## src/rtl/bitLatchPkg.sv

```systemverilog
package bitLatchPkg;
  // mode code is {enN, clrN}
  typedef enum logic [1:0] {
    MODE_DEMUX = 2'b00,
    MODE_WRITE = 2'b01,
    MODE_CLEAR = 2'b10,
    MODE_HOLD  = 2'b11
  } modeT;

  typedef struct packed {
    logic load;      // addressed bit takes data
    logic zeroRest;  // non-addressed bits go low
    logic zeroAll;   // every bit goes low
  } strobeT;
endpackage

```

## src/rtl/bitLatchCtrl.sv

```systemverilog
module bitLatchCtrl
  import bitLatchPkg::*;
#(
  parameter int NUM_BITS = 8,
  localparam int ADDR_W = $clog2(NUM_BITS)
) (
  input  logic              clk,
  input  logic              rstN,
  input  logic              enN,
  input  logic              clrN,
  input  logic [ADDR_W-1:0] addr,
  output strobeT            strobe,
  output logic              addrGlitch
);
  modeT mode;
  logic [ADDR_W-1:0] prevAddr;
  logic prevWrite;
  logic isWrite;
  logic multiFlip;

  assign mode    = modeT'({enN, clrN});
  assign isWrite = (mode == MODE_WRITE);

  always_comb begin
    strobe = '0;
    unique case (mode)
      MODE_WRITE: strobe.load = 1'b1;
      MODE_DEMUX: begin
        strobe.load     = 1'b1;
        strobe.zeroRest = 1'b1;
      end
      MODE_CLEAR: strobe.zeroAll = 1'b1;
      default: ;
    endcase
    if (!rstN) strobe = '{load: 1'b0, zeroRest: 1'b0, zeroAll: 1'b1};
  end

  assign multiFlip = $countones(addr ^ prevAddr) > 1;

  always_ff @(posedge clk) begin
    if (!rstN) begin
      prevAddr   <= '0;
      prevWrite  <= 1'b0;
      addrGlitch <= 1'b0;
    end else begin
      prevAddr   <= addr;
      prevWrite  <= isWrite;
      addrGlitch <= isWrite && prevWrite && multiFlip;
    end
  end
endmodule

```

## src/rtl/bitLatchPath.sv

```systemverilog
module bitLatchPath
  import bitLatchPkg::*;
#(
  parameter int NUM_BITS = 8,
  localparam int ADDR_W = $clog2(NUM_BITS)
) (
  input  logic                clk,
  input  logic                dataIn,
  input  logic [ADDR_W-1:0]   addr,
  input  strobeT              strobe,
  output logic [NUM_BITS-1:0] q
);
  for (genvar i = 0; i < NUM_BITS; i++) begin : gBit
    logic hit;
    assign hit = (addr == ADDR_W'(i));
    always_ff @(posedge clk) begin
      if (strobe.zeroAll)           q[i] <= 1'b0;
      else if (strobe.load && hit)  q[i] <= dataIn;
      else if (strobe.zeroRest)     q[i] <= 1'b0;
    end
  end
endmodule

```

## src/rtl/bitLatchBank.sv

```systemverilog
module bitLatchBank
  import bitLatchPkg::*;
#(
  parameter int NUM_BITS = 8,
  localparam int ADDR_W = $clog2(NUM_BITS)
) (
  input  logic                clk,
  input  logic                rstN,
  input  logic                dataIn,
  input  logic [ADDR_W-1:0]   addr,
  input  logic                enN,
  input  logic                clrN,
  output logic [NUM_BITS-1:0] q,
  output logic                addrGlitch
);
  strobeT strobe;

  bitLatchCtrl #(.NUM_BITS(NUM_BITS)) u_ctrl (
    .clk(clk), .rstN(rstN), .enN(enN), .clrN(clrN), .addr(addr),
    .strobe(strobe), .addrGlitch(addrGlitch)
  );

  bitLatchPath #(.NUM_BITS(NUM_BITS)) u_path (
    .clk(clk), .dataIn(dataIn), .addr(addr), .strobe(strobe), .q(q)
  );
endmodule

```

## config.mk

```make
export PLATFORM = sky130hd
export DESIGN_NAME = bitLatchBank
export DESIGN_NICKNAME = d
export VERILOG_FILES = /design/src/rtl/bitLatchPkg.sv /design/src/rtl/bitLatchCtrl.sv /design/src/rtl/bitLatchPath.sv /design/src/rtl/bitLatchBank.sv
export SDC_FILE = /design/constraint.sdc
export NUM_CORES = 1
export LEC_CHECK = 0
export CAP_MARGIN = 10
export CORE_MARGIN = 4
export CORE_UTILIZATION = 48
export DETAILED_ROUTE_END_ITERATION = 8
export PLACE_DENSITY = 0.79
export SYNTH_ARGS = -nofsm -noshare
export SYNTH_HDL_FRONTEND = slang
export SYNTH_HIERARCHICAL = 1
export SYNTH_SLANG_ARGS = --single-unit
```

## constraint.sdc

```tcl
create_clock -name clk -period 2.65 [get_ports clk]
set_input_delay 0.795 -clock clk [delete_from_list [all_inputs] [get_ports clk]]
set_output_delay 0.795 -clock clk [all_outputs]
set_load 0.02 [all_outputs]
```

==> results.py, run 1 <==
metrics = {
    "die": {
        "dieArea_um2": 1960,
        "initial_core_util_pct": 53.8,
        "rows": 12,
        "die_h_um": 44.2,
        "coreArea_um2": 1170,
        "die_x_um": 44.2,
        "ios": 17,
    },
    "yosys": {
        "syn_nets": 64,
        "synth_area_leader_cell": "dfxtp_1",
        "synth_cells": 55,
        "netlist.area_leader.share_pct": 41.3,
        "yosysSeqAreaShare_pct": 41.3,
        "syn_area_per_cell_um2": 11.5,
        "yosys_warnings": 6,
        "ys_ff_latch": 13,
        "synthTopCellsByArea": "dfxtp_1 (41%), mux2i_1 (13%), or3b_1 (11%), and4bb_1 (6.0%), nand4b_1 (5.6%)",
        "synth_cell_types": 20,
        "synth_area_um2": 631,
    },
    "power_and_ir_drop": {
        "power.density_nw_per_um2": 444,
        "max-vdd-ir-drop_uv": 260,
        "p_leak_nw": 0.327,
    },
    "clock_network": {
        "cts_max_level": 1,
        "clock_latency_ps": 270,
        "post_cts_resized": 0,
        "clkTransAtPathRegs_ps": 80,
        "cts_buffer_depth": 2,
        "clk_root_buffer_cell": "clkbuf_4",
        "cts_setup_buffers": 0,
        "numCtsBuffers": 3,
        "cts_hold_buf": 0,
        "cts_sinks": 13,
        "cts_tree": "built",
    },
    "drt": {
        "wl_met1_um": 596,
        "top_layer_used": "met3",
        "drtPass1Iterations": 3,
        "wl_met3_um": 66,
        "vias_per_cell": 5.30,
        "detail_route.wl_per_cell_um": 13.8,
        "drc": 0,
        "wl_met2_um": 565,
        "wl_mm": 1.23,
        "drtIter0Drc": 8,
        "vias": 472,
        "antenna_left": 0,
    },
    "worst_setup_path": {
        "startpoint": "rstN",
        "worst_r2r_endpoint": "u_ctrl/addrGlitch",
        "worstSetupPathDepth": 5,
        "crit_family": "simple AND/OR/NAND/NOR gates",
        "slowest_delay_ps": 490,
        "rrSetupSlack_ps": 1610,
        "r2r_start": "u_ctrl/prevAddr[2]",
        "crit_fanout": 10,
        "r2r_cells": 4,
        "startpoint_type": "input port",
        "worstPathArrival_ps": 2270,
        "cp.required_ps": 2840,
        "cp_num_buf_inv": 1,
        "setup.worst_path.end_class": "flop",
        "cp-endpoint": "u_path/q[1]",
        "crit_slowest_cell": "clkdlybuf4s50_1",
        "path_class": "in -> reg",
        "crit_chain": "clkdlybuf4s50_1, nor2b_4, and2b_1, or3b_1, mux2i_1",
    },
    "global_route": {
        "gr-total-overflow": 0,
        "grt_pass1_vias": 454,
        "grt_first_pass_wirelength_mm": 2.13,
        "antenna_found_initial": 0,
        "grt_usage_pct": 14.4,
        "grt_max_degree": 11,
    },
    "timing": {
        "fin_setup_tns_ps": 0,
        "setup_viol": 0,
        "rsz0062_at_grt": "false",
        "layout_min_cycle_time_ps": 2080,
        "timing.final.max_slew_violations": 0,
        "fin_crit_sh_pct": 78.4,
        "final_hold_viol_count": 0,
        "worst_slew_pin_slew_ps": 349,
        "finalClockSkew_ps": 3.41,
        "max-slew-margin-rel_pct": 76.5,
        "fmax_mhz": 481,
    },
    "job": {
        "cap_violations": 0,
    },
    "placement": {
        "port_buffers": 16,
        "dpl_cell_area_um2": 811,
        "gp_congestion": 0.705,
        "hpwl_um": 842,
    },
    "finish": {
        "drive_gt1_share_pct": 10.7,
        "num-nets-final": 85,
        "n_antenna_cell": 0,
        "design_area_um2": 837,
        "area_growth_pct": 32.7,
        "seqCellArea_um2": 260,
        "nFillCells": 97,
        "multi_input_area_um2": 358,
    },
    "worst_hold_path": {
        "hp-class": "reg -> reg",
    },
    "run_status": {
        "status": "complete, no violations",
    },
}
worst reg2reg max path, delay by kind of cell, from the launching register on:
family          cells  cell delay (ps)
compound gates      1              170
xor+xnor            1              150
fa+ha+maj           1              290
flops               1              310
simple gates        1               40
registers in the layout, summed over array words and instances, names as in the netlist:
name / cells
u_ctrl/addrGlitch: 1
u_ctrl/prevAddr: 3
u_path/q: 8
u_ctrl/prevWrite: 1
where the power goes:
part	leakage [nW]	switching, mW	internal [mW]
Combinational	0.206	0.0249	0.0255
Sequential	0.106	0.00160	0.199
Clock	0.0150	0.0621	0.0582
Total	0.327	0.0886	0.283
worst min path at each step:
stage / from / to / cells past startpoint
finish: u_ctrl/prevWrite / u_ctrl/addrGlitch / 2
global route: u_ctrl/prevWrite / u_ctrl/addrGlitch / 2
CTS: u_ctrl/prevWrite / u_ctrl/addrGlitch / 2
detailed placement: u_ctrl/prevWrite / u_ctrl/addrGlitch / 2
global placement: u_ctrl/prevWrite / u_ctrl/addrGlitch / 2
floorplan: u_ctrl/prevWrite / u_ctrl/addrGlitch / 2
per-layer routing:
metal / up-vias / track usage, %
met2: 10 / 20.9
met4: 0 / 5.42
li1: 245 / -
met5: - / 0
met3: 0 / 3.66
met1: 217 / 20.3
cells in the final DEF (no fill, tap or decap), types with 2 or more instances in the layout:
master	instances
clkdlybuf4s50_1	16
dfxtp_1	13
or3b_1	8
mux2i_1	8
nand4b_1	4
clkbuf_4	3
and2_1	3
and4bb_1	3
xor2_1	2
inv_1	2
cells in the mapped netlist:
cell type  count
a211oi_2       1
and2_1         3
and2_2         1
and2b_1        1
and4bb_1       3
clkbuf_2       1
dfxtp_1       13
ha_1           1
inv_1          2
mux2i_1        8
nand2b_1       1
nand4_1        1
nand4b_1       4
nor2_1         1
nor2b_4        1
nor4b_2        1
o21ai_0        1
or3b_1         8
xnor2_1        1
xor2_1         2
cell type report:
type                    instances  share of cell area [%]
well taps                      14                    2.09
multi-input cells              39                    42.8
clock buffers                   4                    3.14
flip-flops and latches         13                    31.1
inverters                       2                   0.897
repair buffers                 17                    20.0
cell families (layout without fill, tap and decap cells):
logic type               Yosys count  after routing  share of synthesized area, %
buffers and inverters              3             23                          1.98
multiplexers                       8              8                          12.7
AO/OA/AOI/OAI                      2              2                          2.78
AND/OR/NAND/NOR                   25             25                          35.1
flip-flops                        13             13                          41.3
XOR/XNOR                           3              3                          4.17
adder cells (fa/ha/maj)            1              1                          1.98
per-stage QoR:
stage	setup WS, ps	hold slack [ps]	cells	power [mW]	utilization (%)
2_1_floorplan	921	454	55	0.231	-
3_3_place_gp	298	493	85	0.255	69.2
3_5_place_dp	282	499	85	0.256	69.2
4_1_cts	563	511	89	0.378	71.5
5_1_grt	480	515	89	0.393	71.5
6_report	572	501	89	0.371	71.5
Power figures use the tool's default switching activity.
==> run 2: changes to the inputs <==
- CORE_UTILIZATION: 48 -> 45
- PLACE_DENSITY: 0.79 -> 0.75
- clock period: 2.65 -> 2 ns (I/O delays scaled with it)
==> run 2 against run 1 <==
Clock skew about the same. First-iteration DRC count down 13%. Sequential power up 32%. Register-to-register slack worse by 670 ps. Count of clock-buffer cells in the layout unchanged. Via count up 8.7%. Routed wire length up 15%. Cell count up 5.6%. Global-route usage up 1.9 points. Hold slack worse by 1.0 ps.
==> results.py, run 2 (synthesis gave the netlist of run 1 again) <==
metrics = {
    "worst_setup_path": {
        "slowest_delay_ps": 610,
        "startpoint": "u_path/q[2]",
        "setup.worst_path.end_class": "output port",
        "crit_fanout": 2,
        "r2r_start": "u_ctrl/prevAddr[0]",
        "worst_r2r_endpoint": "u_ctrl/addrGlitch",
        "rrSetupSlack_ps": 940,
        "crit_family": "buffers and inverters",
        "cp.required_ps": 1400,
        "startpoint_type": "flop",
        "crit_chain": "clkdlybuf4s50_1",
        "r2r_cells": 4,
        "worstPathArrival_ps": 1220,
        "cp_num_buf_inv": 1,
        "path_class": "reg -> out",
        "crit_slowest_cell": "clkdlybuf4s50_1",
    },
    "placement": {
        "pre_cts_slack_ps": -88.6,
        "dp_cells": 90,
        "dpl_cell_area_um2": 842,
        "port_buffers": 16,
        "gp_congestion": 0.748,
        "hpwl_mm": 1.03,
    },
    "drt": {
        "vias": 513,
        "drtPass1Iterations": 4,
        "drtIter0Drc": 7,
        "wl_mm": 1.41,
        "drc": 0,
        "detail_route.wl_per_cell_um": 15.0,
        "antenna_left": 0,
        "vias_per_cell": 5.46,
    },
    "clock_network": {
        "cts_max_level": 1,
        "clkTransAtPathRegs_ps": 80,
        "clock_latency_ps": 270,
        "cts_sinks": 13,
        "cts_hold_buf": 0,
        "cts_buffer_depth": 2,
        "numCtsBuffers": 3,
        "cts_setup_buffers": 0,
        "cts_tree": "built",
        "post_cts_resized": 0,
        "clk_root_buffer_cell": "clkbuf_4",
    },
    "timing": {
        "worst_slew_pin_slew_ps": 403,
        "timing.final.max_slew_violations": 0,
        "finalClockSkew_ps": 3.77,
        "layout_min_cycle_time_ps": 1820,
        "setup_slack_ps": 183,
        "rsz0062_at_grt": "false",
        "fin_setup_tns_ps": 0,
        "fin_crit_sh_pct": 90.9,
        "max-slew-margin-rel_pct": 73.1,
        "fmax_mhz": 550,
        "final_hold_viol_count": 0,
        "hold-worst-slack_ps": 500,
        "setup_viol": 0,
    },
    "die": {
        "initial_core_util_pct": 47.9,
        "rows": 13,
        "die_x_um": 45.4,
        "die_h_um": 45.4,
        "coreArea_um2": 1320,
        "dieArea_um2": 2060,
        "ios": 17,
    },
    "global_route": {
        "grt_first_pass_wirelength_mm": 2.36,
        "grt_max_degree": 11,
        "antenna_found_initial": 0,
        "grt_usage_pct": 16.3,
        "gr-total-overflow": 0,
        "grt_pass1_vias": 537,
    },
    "finish": {
        "fin_cells": 94,
        "drive_gt1_share_pct": 15.2,
        "largest_reg_flops": 8,
        "largest_register": "u_path/q",
        "final_cell_mix": "clkdlybuf4s50_1 (16), dfxtp_1 (13), or3b_1 (8), mux2i_1 (8), buf_4 (5)",
        "design_area_um2": 868,
        "nFillCells": 122,
        "final_util_pct": 65.9,
        "layout_commonest_cell": "clkdlybuf4s50_1",
        "num-nets-final": 89,
        "n_antenna_cell": 0,
        "top_regs": "u_path/q x8, u_ctrl/prevAddr x3",
        "area_growth_pct": 37.7,
    },
    "power_and_ir_drop": {
        "power.density_nw_per_um2": 574,
        "power_mw": 0.499,
        "max-vdd-ir-drop_uv": 430,
        "p_leak_nw": 0.346,
    },
    "worst_hold_path": {
        "hold_path_depth": 2,
        "holdPathEnd": "u_ctrl/addrGlitch",
        "hp-start": "u_ctrl/prevWrite",
        "hp-class": "reg -> reg",
    },
    "job": {
        "cap_violations": 0,
    },
    "run_status": {
        "status": "complete, no violations",
    },
}
run 2: cell count changes in the layout (fill, tap and decap cells not counted):
| cell | before | now |
|---|---|---|
| buf_4 | 1 | 5 |
run 2: how the worst max path moves through the flow:
| stage | endpoint | slack, ps | cells past startpoint |
|---|---|---|---|
| 2_1_floorplan | u_path/q[0] | 470 | 5 |
| 3_3_place_gp | u_path/q[3] | -80 | 6 |
| 3_5_place_dp | u_path/q[4] | -90 | 5 |
| 4_1_cts | q[2] | 170 | 1 |
| 5_1_grt | u_path/q[4] | 50 | 6 |
| 6_report | q[2] | 180 | 1 |
run 2: per-layer routing:
metal	part of all wire, %	GRT usage (%)	wire length [um]
met1	45	19.7	639
met2	50	27.3	703
met3	5.0	5.93	70
met4	0	3.51	0
met5	0	0	0
run 2: tightest hold or removal path, stage by stage, from the launching register on:
cell,delay [ps]
dfxtp_1,310
nand4b_1,110
a211oi_2,40
run 2: power by group:
group | total, mW | switching, mW | internal (mW) | leakage (nW)
registers | 0.266 | 0.00223 | 0.264 | 0.106
logic | 0.0757 | 0.0364 | 0.0392 | 0.226
clock network | 0.157 | 0.0797 | 0.0772 | 0.0150
total | 0.499 | 0.118 | 0.380 | 0.346
run 2: final cells by class:
class | count | area [um2] | area share (%)
clock buffers | 4 | 26.3 | 3.03
flip-flops and latches | 13 | 260 | 30.0
well taps | 15 | 18.8 | 2.16
multi-input cells | 39 | 358 | 41.2
repair buffers | 21 | 198 | 22.8
inverters | 2 | 7.51 | 0.865
==> run 3: changes to the inputs <==
- PLACE_DENSITY: 0.75 -> not set
- PLACE_DENSITY_LB_ADDON: not set -> 0.05
==> run 3 against run 2 <==
Utilization unchanged. Worst setup slack lost 7.0 ps. Via count decreased by 6.0%. Flip-flop and latch count unchanged. Highest routed layer unchanged. Sequential share of layout area did not move. Fmax down 0.39%. Critical path depth unchanged. First-iteration DRC count down 100%.
==> results.py, run 3 (synthesis gave the netlist of run 1 again) <==
metrics = {
    "run_status": {
        "status": "complete, no violations",
    },
    "worst_hold_path": {
        "hp-class": "reg -> reg",
    },
    "power_and_ir_drop": {
        "pwr-share-comb_pct": 14.4,
        "clock_power_share_pct": 32.2,
        "p_leak_nw": 0.346,
        "power_mw": 0.499,
        "p_sw_mw": 0.119,
        "max-vdd-ir-drop_uv": 457,
        "internal_power_mw": 0.380,
        "sequentialPowerShare_pct": 53.4,
        "power.density_nw_per_um2": 574,
        "swShare_pct": 23.8,
    },
    "worst_setup_path": {
        "cp.required_ps": 1400,
        "setup.worst_path.end_class": "output port",
        "crit_slowest_cell": "clkdlybuf4s50_1",
        "crit_fanout": 2,
        "slowest_delay_ps": 610,
        "cp_num_buf_inv": 1,
        "crit_family": "buffers and inverters",
        "path_class": "reg -> out",
        "worstPathArrival_ps": 1220,
        "startpoint_type": "flop",
        "crit_chain": "clkdlybuf4s50_1",
    },
    "finish": {
        "largest_register": "u_path/q",
        "area_growth_pct": 37.7,
        "final_cell_mix": "clkdlybuf4s50_1 (16), dfxtp_1 (13), or3b_1 (8), mux2i_1 (8), buf_4 (5)",
        "n_antenna_cell": 0,
        "largest_reg_flops": 8,
        "seqCellArea_um2": 260,
        "drive_gt1_share_pct": 15.2,
        "num-nets-final": 89,
        "multi_input_area_um2": 358,
        "layout_commonest_cell": "clkdlybuf4s50_1",
        "top_regs": "u_path/q x8, u_ctrl/prevAddr x3",
        "nFillCells": 110,
    },
    "timing": {
        "worst_slew_pin_slew_ps": 356,
        "max-slew-margin-rel_pct": 76.2,
        "final_hold_viol_count": 0,
        "layout_min_cycle_time_ps": 1820,
        "fmax_mhz": 548,
        "setup_slack_ps": 176,
        "fin_crit_sh_pct": 91.2,
        "finalClockSkew_ps": 2.65,
        "hold-worst-slack_ps": 481,
        "rsz0062_at_grt": "false",
        "timing.final.max_slew_violations": 0,
        "setup_viol": 0,
    },
    "clock_network": {
        "clkTransAtPathRegs_ps": 80,
        "numCtsBuffers": 3,
        "post_cts_resized": 0,
        "cts_buffer_depth": 2,
        "cts_sinks": 13,
        "cts_setup_buffers": 0,
        "cts_tree": "built",
        "cts_hold_buf": 0,
        "cts_max_level": 1,
        "clock_latency_ps": 270,
        "clk_root_buffer_cell": "clkbuf_4",
    },
    "global_route": {
        "grt_max_degree": 11,
        "grt_pass1_vias": 485,
        "grt_usage_pct": 14.4,
        "gr-total-overflow": 0,
        "antenna_found_initial": 0,
        "grt_first_pass_wirelength_mm": 2.12,
    },
    "drt": {
        "antenna_left": 0,
        "detail_route.wl_per_cell_um": 13.1,
        "vias_per_cell": 5.13,
        "vias": 482,
        "drtPass1Iterations": 1,
        "wl_mm": 1.23,
        "drtIter0Drc": 0,
        "drc": 0,
    },
    "placement": {
        "hpwl_um": 927,
        "gp_congestion": 0.679,
        "port_buffers": 16,
        "pre_cts_slack_ps": -70.2,
    },
    "die": {
        "coreArea_um2": 1320,
        "dieArea_um2": 2060,
        "die_x_um": 45.4,
        "die_h_um": 45.4,
        "initial_core_util_pct": 47.9,
        "rows": 13,
        "ios": 17,
    },
    "job": {
        "cap_violations": 0,
    },
}
[run 3: cell counts in the layout (fill, tap and decap cells not counted)]
No cell type changed its count.
[run 3: area by class of cell]
cell class / instances / share of cell area, %
clock buffer: 4 / 3.03
multi-input combinational: 39 / 41.2
tap: 15 / 2.16
sequential: 13 / 30.0
inverter: 2 / 0.865
timing repair buffer: 21 / 22.8
[run 3: final timing paths]
| path | slack, ps | cells past startpoint | endpoint | startpoint |
|---|---|---|---|---|
| min | 480 | 2 | u_ctrl/addrGlitch | u_ctrl/prevWrite |
| min reg2reg | 480 | 2 | u_ctrl/addrGlitch | u_ctrl/prevWrite |
| max reg2reg | 970 | 4 | u_ctrl/addrGlitch | u_ctrl/prevAddr[0] |
| max | 180 | 1 | q[1] | u_path/q[1] |
[run 3: routing by layer]
metal  wire [um]  GRT usage, %  up-vias
li1            -             -      248
met3          99          5.93        0
met2         540          23.4       16
met5           0             0        -
met4           0          1.75        0
met1         593          18.2      218
[run 3: power groups by stage]
stage,Clock [mW],Combinational [mW],Sequential (mW)
after floorplan,0,0.0320,0.274
after global placement,0,0.0716,0.272
after detailed placement,0,0.0721,0.273
after CTS,0.169,0.0726,0.266
after global routing,0.180,0.0791,0.267
final,0.160,0.0720,0.266
[run 3: per-stage QoR]
| step | utilization [%] | TNS (ps) | std cells | instance area, um2 |
|---|---|---|---|---|
| global route | 65.9 | 0 | 94 | 868 |
| global placement | 63.9 | -73.6 | 90 | 842 |
| detailed placement | 63.9 | -370 | 90 | 842 |
| floorplan | - | 0 | 55 | 631 |
| finish | 65.9 | 0 | 94 | 868 |
| CTS | 65.9 | 0 | 94 | 868 |
